--- config.mk ---
export PLATFORM = sky130hd
export DESIGN_NAME = pgwalk_top
export DESIGN_NICKNAME = d
export VERILOG_FILES = /design/src/rtl/pgwalk_pkg.sv /design/src/rtl/pgwalk_ctrl.sv /design/src/rtl/pgwalk_entupd.sv /design/src/rtl/pgwalk_addrgen.sv /design/src/rtl/pgwalk_top.sv
export SDC_FILE = /design/constraint.sdc
export NUM_CORES = 1
export LEC_CHECK = 0
export BUFFER_PORTS_ARGS = -buffer_cell sky130_fd_sc_hd__buf_2
export CAP_MARGIN = 20
export CELL_PAD_IN_SITES_DETAIL_PLACEMENT = 0
export CELL_PAD_IN_SITES_GLOBAL_PLACEMENT = 1
export CORE_MARGIN = 2
export CORE_UTILIZATION = 36
export CTS_CLUSTER_DIAMETER = 80
export DETAILED_ROUTE_END_ITERATION = 16
export PLACE_DENSITY_LB_ADDON = 0.12
export SLEW_MARGIN = 30
export SYNTH_ARGS = -nofsm -noshare
export SYNTH_HDL_FRONTEND = slang
export SYNTH_SLANG_ARGS = --single-unit
--- constraint.sdc ---
create_clock -name clk -period 1.55 [get_ports clk]
set_input_delay 0.2325 -clock clk [delete_from_list [all_inputs] [get_ports clk]]
set_output_delay 0.2325 -clock clk [all_outputs]
set_load 0.005 [all_outputs]
--- src/rtl/pgwalk_pkg.sv ---
package pgwalk_pkg;

  // Walk sequencer states
  typedef enum logic [2:0] {
    WS_IDLE    = 3'd0,
    WS_RD_DIR  = 3'd1,
    WS_RD_PTE  = 3'd2,
    WS_WR_BACK = 3'd3,
    WS_DONE    = 3'd4
  } walk_state_e;

  // Fault level encoding
  localparam logic LVL_DIR = 1'b0;
  localparam logic LVL_TBL = 1'b1;

endpackage

--- src/rtl/pgwalk_ctrl.sv ---
module pgwalk_ctrl
  import pgwalk_pkg::*;
(
  input  logic        clk,
  input  logic        rst_n,
  input  logic        req_fire,
  input  logic        paging_on,
  input  logic        mem_ack,
  input  logic        ent_present,
  input  logic        pte_need_wb,
  output walk_state_e state_q
);

  walk_state_e state_d;

  always_comb begin
    state_d = state_q;
    unique case (state_q)
      WS_IDLE: begin
        if (req_fire) state_d = paging_on ? WS_RD_DIR : WS_DONE;
      end
      WS_RD_DIR: begin
        if (mem_ack) state_d = ent_present ? WS_RD_PTE : WS_DONE;
      end
      WS_RD_PTE: begin
        if (mem_ack) begin
          if (ent_present && pte_need_wb) state_d = WS_WR_BACK;
          else                            state_d = WS_DONE;
        end
      end
      WS_WR_BACK: begin
        if (mem_ack) state_d = WS_DONE;
      end
      WS_DONE:  state_d = WS_IDLE;
      default:  state_d = WS_IDLE;
    endcase
  end

  always_ff @(posedge clk or negedge rst_n) begin
    if (!rst_n) state_q <= WS_IDLE;
    else        state_q <= state_d;
  end

endmodule

--- src/rtl/pgwalk_entupd.sv ---
module pgwalk_entupd #(
  parameter int ENT_W     = 32,
  parameter int PRES_BIT  = 0,
  parameter int ACC_BIT   = 5,
  parameter int DIRTY_BIT = 6
) (
  input  logic [ENT_W-1:0] pte_in,
  input  logic             is_write,
  output logic             present,
  output logic [ENT_W-1:0] pte_out,
  output logic             need_wb
);

  logic [ENT_W-1:0] set_mask;

  always_comb begin
    set_mask            = '0;
    set_mask[ACC_BIT]   = 1'b1;
    set_mask[DIRTY_BIT] = is_write;
    present             = pte_in[PRES_BIT];
    pte_out             = pte_in | set_mask;
    need_wb             = (pte_out != pte_in);
  end

endmodule

--- src/rtl/pgwalk_addrgen.sv ---
module pgwalk_addrgen
  import pgwalk_pkg::*;
#(
  parameter int DIR_W  = 10,
  parameter int TBL_W  = 10,
  parameter int OFF_W  = 12,
  parameter int ENT_LG = 2,
  localparam int ADDR_W  = DIR_W + TBL_W + OFF_W,
  localparam int FRAME_W = ADDR_W - OFF_W
) (
  input  walk_state_e        state,
  input  logic [FRAME_W-1:0] base_frame,
  input  logic [FRAME_W-1:0] dent_frame,
  input  logic [ADDR_W-1:0]  lin,
  output logic [ADDR_W-1:0]  mem_addr
);

  logic [ADDR_W-1:0] dir_ofs, tbl_ofs, dir_addr, tbl_addr;

  always_comb begin
    dir_ofs  = {{(ADDR_W-DIR_W-ENT_LG){1'b0}}, lin[ADDR_W-1 -: DIR_W], {ENT_LG{1'b0}}};
    tbl_ofs  = {{(ADDR_W-TBL_W-ENT_LG){1'b0}}, lin[OFF_W +: TBL_W], {ENT_LG{1'b0}}};
    dir_addr = {base_frame, {OFF_W{1'b0}}} + dir_ofs;
    tbl_addr = {dent_frame, {OFF_W{1'b0}}} + tbl_ofs;
    unique case (state)
      WS_RD_DIR:             mem_addr = dir_addr;
      WS_RD_PTE, WS_WR_BACK: mem_addr = tbl_addr;
      default:               mem_addr = '0;
    endcase
  end

endmodule

--- src/rtl/pgwalk_top.sv ---
module pgwalk_top
  import pgwalk_pkg::*;
#(
  parameter int DIR_W     = 10,
  parameter int TBL_W     = 10,
  parameter int OFF_W     = 12,
  parameter int ENT_LG    = 2,
  parameter int PRES_BIT  = 0,
  parameter int ACC_BIT   = 5,
  parameter int DIRTY_BIT = 6,
  localparam int ADDR_W   = DIR_W + TBL_W + OFF_W,
  localparam int FRAME_W  = ADDR_W - OFF_W
) (
  input  logic              clk,
  input  logic              rst_n,
  input  logic              paging_on,
  input  logic [ADDR_W-1:0] dir_base,
  input  logic              req_valid,
  output logic              req_ready,
  input  logic [ADDR_W-1:0] req_addr,
  input  logic              req_write,
  output logic              rsp_valid,
  output logic [ADDR_W-1:0] rsp_paddr,
  output logic              rsp_fault,
  output logic              rsp_fault_lvl,
  output logic              mem_req,
  output logic              mem_we,
  output logic [ADDR_W-1:0] mem_addr,
  output logic [ADDR_W-1:0] mem_wdata,
  input  logic              mem_ack,
  input  logic [ADDR_W-1:0] mem_rdata
);

  walk_state_e        state_q;
  logic               req_fire;
  logic               ent_present, pte_need_wb;
  logic [ADDR_W-1:0]  pte_upd;

  logic [ADDR_W-1:0]  lin_q;
  logic               wr_q;
  logic [FRAME_W-1:0] base_q, dent_q;
  logic [ADDR_W-1:0]  pte_q;
  logic [ADDR_W-1:0]  paddr_q, paddr_d;
  logic               fault_q, fault_d, lvl_q, lvl_d;
  logic               take_en, dent_en, pte_en, res_en;

  assign req_ready = (state_q == WS_IDLE);
  assign req_fire  = req_valid && req_ready;

  pgwalk_ctrl u_ctrl (
    .clk         (clk),
    .rst_n       (rst_n),
    .req_fire    (req_fire),
    .paging_on   (paging_on),
    .mem_ack     (mem_ack),
    .ent_present (ent_present),
    .pte_need_wb (pte_need_wb),
    .state_q     (state_q)
  );

  pgwalk_entupd #(
    .ENT_W     (ADDR_W),
    .PRES_BIT  (PRES_BIT),
    .ACC_BIT   (ACC_BIT),
    .DIRTY_BIT (DIRTY_BIT)
  ) u_entupd (
    .pte_in   (mem_rdata),
    .is_write (wr_q),
    .present  (ent_present),
    .pte_out  (pte_upd),
    .need_wb  (pte_need_wb)
  );

  pgwalk_addrgen #(
    .DIR_W  (DIR_W),
    .TBL_W  (TBL_W),
    .OFF_W  (OFF_W),
    .ENT_LG (ENT_LG)
  ) u_addrgen (
    .state      (state_q),
    .base_frame (base_q),
    .dent_frame (dent_q),
    .lin        (lin_q),
    .mem_addr   (mem_addr)
  );

  // Datapath load enables and result selection
  always_comb begin
    take_en = req_fire;
    dent_en = (state_q == WS_RD_DIR) && mem_ack && ent_present;
    pte_en  = (state_q == WS_RD_PTE) && mem_ack;
    res_en  = 1'b0;
    paddr_d = '0;
    fault_d = 1'b0;
    lvl_d   = LVL_DIR;
    if (req_fire && !paging_on) begin
      res_en  = 1'b1;
      paddr_d = req_addr;
    end else if ((state_q == WS_RD_DIR) && mem_ack && !ent_present) begin
      res_en  = 1'b1;
      fault_d = 1'b1;
      lvl_d   = LVL_DIR;
    end else if (pte_en) begin
      res_en = 1'b1;
      if (ent_present) begin
        paddr_d = {mem_rdata[ADDR_W-1:OFF_W], lin_q[OFF_W-1:0]};
      end else begin
        fault_d = 1'b1;
        lvl_d   = LVL_TBL;
      end
    end
  end

  always_ff @(posedge clk or negedge rst_n) begin
    if (!rst_n) begin
      lin_q  <= '0;
      wr_q   <= 1'b0;
      base_q <= '0;
    end else if (take_en) begin
      lin_q  <= req_addr;
      wr_q   <= req_write;
      base_q <= dir_base[ADDR_W-1:OFF_W];
    end
  end

  always_ff @(posedge clk or negedge rst_n) begin
    if (!rst_n)       dent_q <= '0;
    else if (dent_en) dent_q <= mem_rdata[ADDR_W-1:OFF_W];
  end

  always_ff @(posedge clk or negedge rst_n) begin
    if (!rst_n)      pte_q <= '0;
    else if (pte_en) pte_q <= pte_upd;
  end

  always_ff @(posedge clk or negedge rst_n) begin
    if (!rst_n) begin
      paddr_q <= '0;
      fault_q <= 1'b0;
      lvl_q   <= LVL_DIR;
    end else if (res_en) begin
      paddr_q <= paddr_d;
      fault_q <= fault_d;
      lvl_q   <= lvl_d;
    end
  end

  assign mem_req       = (state_q == WS_RD_DIR) || (state_q == WS_RD_PTE) ||
                         (state_q == WS_WR_BACK);
  assign mem_we        = (state_q == WS_WR_BACK);
  assign mem_wdata     = (state_q == WS_WR_BACK) ? pte_q : '0;
  assign rsp_valid     = (state_q == WS_DONE);
  assign rsp_paddr     = paddr_q;
  assign rsp_fault     = fault_q;
  assign rsp_fault_lvl = lvl_q;

endmodule

* Word level (Yosys, flattened, before mapping)
Index checks and enable logic that the tools add are counted.
** Word-level totals
- Output and inout port bits :: 102
- Memories kept :: 0
- Input port bits :: 102
- Latch bits :: 0
- Logic and storage cells :: 58
- Bits in read-only memories :: 0
- Register bits after elaboration :: 142
- RAM bits :: 0
** Operators by class
- Add/sub/neg operators :: 2
- Multiplexer cells :: 23
- Eq/ne operators :: 9
- Multipliers :: 0
- Bitwise logic cells :: 1
- Reduce and logical (&&, ||, !) cells :: 14
- Shift operators :: 0
- Magnitude comparators :: 0
- Divide/modulo/power cells :: 0
** Operators with widths (count)
- two-way mux 32 bit :: 5
- adder 32 x 12 -> 32 bit :: 2
- one-hot mux 32 bit (2 select lines) :: 1
- != test 32 bit :: 1
- OR 32 x 7 -> 32 bit :: 1
- two-way mux 3 bit :: 7
- one-hot mux 3 bit (4 select lines) :: 1
- two-way mux 1 bit :: 9
- logical AND 1 bit :: 7
- == test 3 x 2 -> 1 bit (second input constant) :: 2
- != test 2 x 1 -> 1 bit (second input constant) :: 2
- != test 2 bit (second input constant) :: 2
- AND reduction 4 bit :: 1
- == test 3 x 1 -> 1 bit (second input constant) :: 1
- == test 3 bit (second input constant) :: 1
- zero test 3 bit :: 1
- zero test 1 bit :: 2
- logical OR 1 bit :: 2
- OR reduction 2 bit :: 1

* Logic depth before layout (Yosys ltp)
- Depth in word-level cells :: 6
- Gate-level depth with buffers :: 7
- Depth with buffers taken out :: 4

* By module
From an unflattened synthesis, not the netlist that was laid out.
** Second synthesis, totals
- Cells, all modules :: 528
- Area, all modules :: 6676.4 µm²
** Modules (own cells, without submodules)
- pgwalk_top :: times used 1, cells an instance 430, seq. area each 3478.3 µm², area an instance 5874.4 µm²
- pgwalk_addrgen :: times used 1, cells an instance 44, seq. area each 0.0 µm², area an instance 370.4 µm²
- pgwalk_entupd :: times used 1, cells an instance 36, seq. area each 0.0 µm², area an instance 259.0 µm²
- pgwalk_ctrl :: times used 1, cells an instance 18, seq. area each 75.1 µm², area an instance 172.7 µm²

* Least setup slack after synthesis
OpenSTA, ideal clock, no wires.
- Path type :: reg-to-reg
- From :: register u_ctrl.state_q[0]
- To :: register base_q[0]
- Path buffers :: 3
- Arrival time :: 1463 ps
- Library setup time :: 125 ps
- Period minus slack after synthesis :: 1588 ps
- Required time :: 1425 ps
- Cell stages (with the launch flop) :: 6
- Slack :: -38 ps
- Cell sequence :: dfrtp_1 buf_6 nor4b_4 buf_6 buf_4 mux2_2
** On the way
- Word-level cells in the longest chain between the ends :: 2
** RTL lines
- start, declared :: RTL line pgwalk_ctrl.sv:11 : output walk_state_e state_q
- start signal, assigned :: RTL line pgwalk_ctrl.sv:41 : else state_q <= state_d;
- zero test 3 bit :: RTL line pgwalk_top.sv:47 : assign req_ready = (state_q == WS_IDLE);
- logical AND 1 bit :: RTL line pgwalk_top.sv:48 : assign req_fire = req_valid && req_ready;
- end signal, assigned :: RTL line pgwalk_top.sv:122 : base_q <= dir_base[ADDR_W-1:OFF_W];
- end, declared :: RTL line pgwalk_top.sv:41 : logic [FRAME_W-1:0] base_q, dent_q;
No other way between the ends.
A chain may end at the register's enable or synchronous reset.

* Worst setup path in the final report
- From :: register u_ctrl.state_q[1]
- To :: output port mem_addr[6]
** On the way
- Word-level cells in the longest chain between the ends :: 3
- Elaborated cells on any way between the ends :: 5
- Those cells by class :: eq/ne: 3; mux: 1; reduce/logical: 1
** RTL lines
- == test 3 x 2 -> 1 bit :: RTL line pgwalk_addrgen.sv:25 : unique case (state)
- OR reduction 2 bit :: RTL line pgwalk_addrgen.sv:25
- one-hot mux 32 bit (2 select lines) (*) :: RTL line pgwalk_addrgen.sv:25
- end, declared :: RTL line pgwalk_top.sv:28 : output logic [ADDR_W-1:0] mem_addr,
Mark *: on every way between the ends. The rest lies on a longest branch, timed or not.

==> results_dict.tcl <==
set metrics [dict create \
    yosysWarnings 0 \
    ys_types 39 \
    required_ps 1320 \
    vdd_ir_drop_max_mv 0.931 \
    numCtsBuffers 17 \
    rsz0062_at_grt "yes" \
    placement.io_buffers 189 \
    via_per_inst 5.03 \
    crit_arrival_ps 1770 \
    vias 5224 \
    cp-start-kind "flip-flop" \
    grt_pass1_wl_mm 30.3 \
    ys_seq_area_frac 0.555 \
    dp_hpwl_mm 13.2 \
    fmax_mhz 500 \
    path_max_fanout 6 \
    crit_path_end_kind "output pin" \
    wl_per_cell_um 19.9 \
    drive_gt1_frac 0.558 \
    grt.overflow.total 0 \
    finalCritPeriodShare 1.29 \
    timing.final.ws_setup_ps -448 \
    area_growth_pct 54.1 \
    status "finished with violations" \
    root_buffer "clkbuf_16" \
    final_hold_viol_count 0 \
    min_period_ps 2000 \
    final_common_cell "buf_2" \
    crit_slowest_cell "dfrtp_2" \
    worstSetupPathType "flip-flop to output pin" \
    finalWirelength_mm 20.7 \
    failed_checks "setup timing" \
    drcViolationCount 0 \
    grt_max_degree 45 \
    ios 204 \
    grt_usage 0.218 \
    fin_setup_tns_ps -56750 \
    syn_inst 547 \
    dp.cells 964 \
    die_w_um 137 \
    die_area_sq_mm 0.0189 \
    htree_levels 4 \
    hold_depth 3 \
    crit_path_max_incr_delay_ps 410 \
    clk_latency_ps 420 \
    hp-class "input pin to flip-flop" \
    rows 48 \
    power_mw 19.6 \
    first_global_vias 5354 \
    power.static_leakage_nw 4.84 \
    ant_nets 0 \
    clock_skew_ps 9.46 \
    cts.reportedPaths.clkPinSlew_ps 60 \
    clkSinkCount 142 \
    syn_area_sq_mm 0.00640 \
    antenna_found_initial 1 \
    drv_cap 0 \
    final_cells 1039 \
    crit_chain "buf_6 -> nor3_4 -> buf_12 -> clkbuf_16 -> a22o_1 -> buf_2" \
    final_cell_mix "buf_2, dfrtp_1, nand2_1" \
    dr.first_iter.drc_count 259 \
    setup_viol 174 \
    start_util 0.369 \
    first_pass_iters 4 \
    cts_tree "built" \
    ys_seq_elements 142 \
    fin_nets 905 \
    rr_worst_depth 8 \
    synth_area_per_cell_sq_um 11.7 \
    slew_viol_final 0 \
    gp_congestion 0.855 \
    p_per_area_mw_per_mm2 1980 \
    chipHeight_um 137 \
    clk_path_buf_depth 2 \
    coreArea_sq_mm 0.0174 \
]
[kinds of logic (layout without fill, tap and decap cells)]
group	after synthesis	in the layout	share of synthesized area
simple gates	201	202	0.148
flops	142	142	0.555
compound gates	86	86	0.124
mux	73	73	0.128
buf+inv	44	308	0.0434
other cells	1	3	0.000586
[worst max-delay path, delay by kind of cell (launching register included)]
family / cells / cell delay (ps)
AND/OR/NAND/NOR: 1 / 190
buffers and inverters: 4 / 590
AO/OA/AOI/OAI: 1 / 140
flip-flops: 1 / 410
[path summary, 6_finish.rpt]
path                       slack [ps]               from          end
setup / recovery                 -450  u_ctrl.state_q[1]  mem_addr[6]
hold / removal                     10      mem_rdata[10]    pte_q[10]
setup reg to reg                 -370  u_ctrl.state_q[2]    base_q[8]
hold reg to reg                   460           pte_q[6]     pte_q[6]
max in group asynchronous         630              rst_n    lin_q[29]
min in group asynchronous         310              rst_n     pte_q[4]
[flip-flops by register name, indices dropped and copies added (netlist names)]
name and cells:
dent_q 20, pte_q 32, u_ctrl.state_q 3, rsp_fault 1, lin_q 32, wr_q 1, base_q 20, rsp_fault_lvl 1
rsp_paddr 32
[synthesized netlist by cell type, drive strengths merged]
master / instances / area (sq um)
nor4: 1 / 21.3
o21ai: 17 / 130
and2b: 1 / 7.51
a32oi: 1 / 8.76
a31o: 1 / 8.76
and3: 1 / 6.26
buf: 28 / 218
clkbuf: 12 / 45.0
a21o: 2 / 15.0
mux2i: 1 / 10.0
o32ai: 1 / 8.76
nor3: 3 / 20.0
nor4b: 1 / 23.8
nand2: 106 / 405
a221oi: 20 / 175
nor2: 47 / 176
conb: 1 / 3.75
nor3b: 1 / 12.5
nand2b: 3 / 33.8
dfrtp: 142 / 3550
a22o: 30 / 263
a2bb2oi: 14 / 185
mux2: 72 / 811
inv: 4 / 15.0
nor2b: 3 / 28.8
and2: 34 / 213
[layer usage]
metal / vias up / track usage / share of wire / wire length (um)
li1: 2412 / - / - / -
met1: 2648 / 0.297 / 0.45 / 9310
met2: 144 / 0.350 / 0.49 / 10100
met3: 20 / 0.0526 / 0.051 / 1060
met4: 0 / 0.0556 / 0.0095 / 197
met5: - / 0 / 0 / 0
[cell type report]
| class | instances | area (sq um) |
|---|---|---|
| fill | 1470 | 7490 |
| sequential | 142 | 3560 |
| multi-input combinational | 363 | 3200 |
| timing repair buffer | 275 | 2240 |
| clock buffer | 21 | 450 |
| tap | 225 | 282 |
| clock inverter | 8 | 118 |
| inverter | 4 | 17.5 |
| antenna | 1 | 2.50 |
[per-stage QoR]
step | util | hold WS [ps] | instance area, sq um | worst slack [ps]
final | 0.568 | 9.82 | 9860 | -448
after global routing | 0.568 | 24.7 | 9860 | -523
after CTS | 0.545 | 0.832 | 9460 | -457
after detailed placement | 0.453 | 207 | 7860 | -142
after global placement | 0.453 | 199 | 7860 | -108
after floorplan | - | -63.1 | 6420 | -8.24
[report_power, final]
| group | internal, mW | total, mW | leakage, nW | switching, mW |
|---|---|---|---|---|
| registers | 5.58 | 6.69 | 1.70 | 1.11 |
| logic | 5.26 | 8.85 | 2.86 | 3.59 |
| clock network | 2.53 | 4.03 | 0.278 | 1.50 |
[repair_timing]
action / in CTS / in global routing
hold buffers: 9 / 0
hold endpoints to repair: 49 / 0
gates cloned: 12 / 5
pin swaps: 17 / 27
setup buffers: 23 / 10
gates resized for setup: 126 / 113
setup endpoints to repair: 168 / 206
Note: power is estimated with default switching activity, not from simulation.
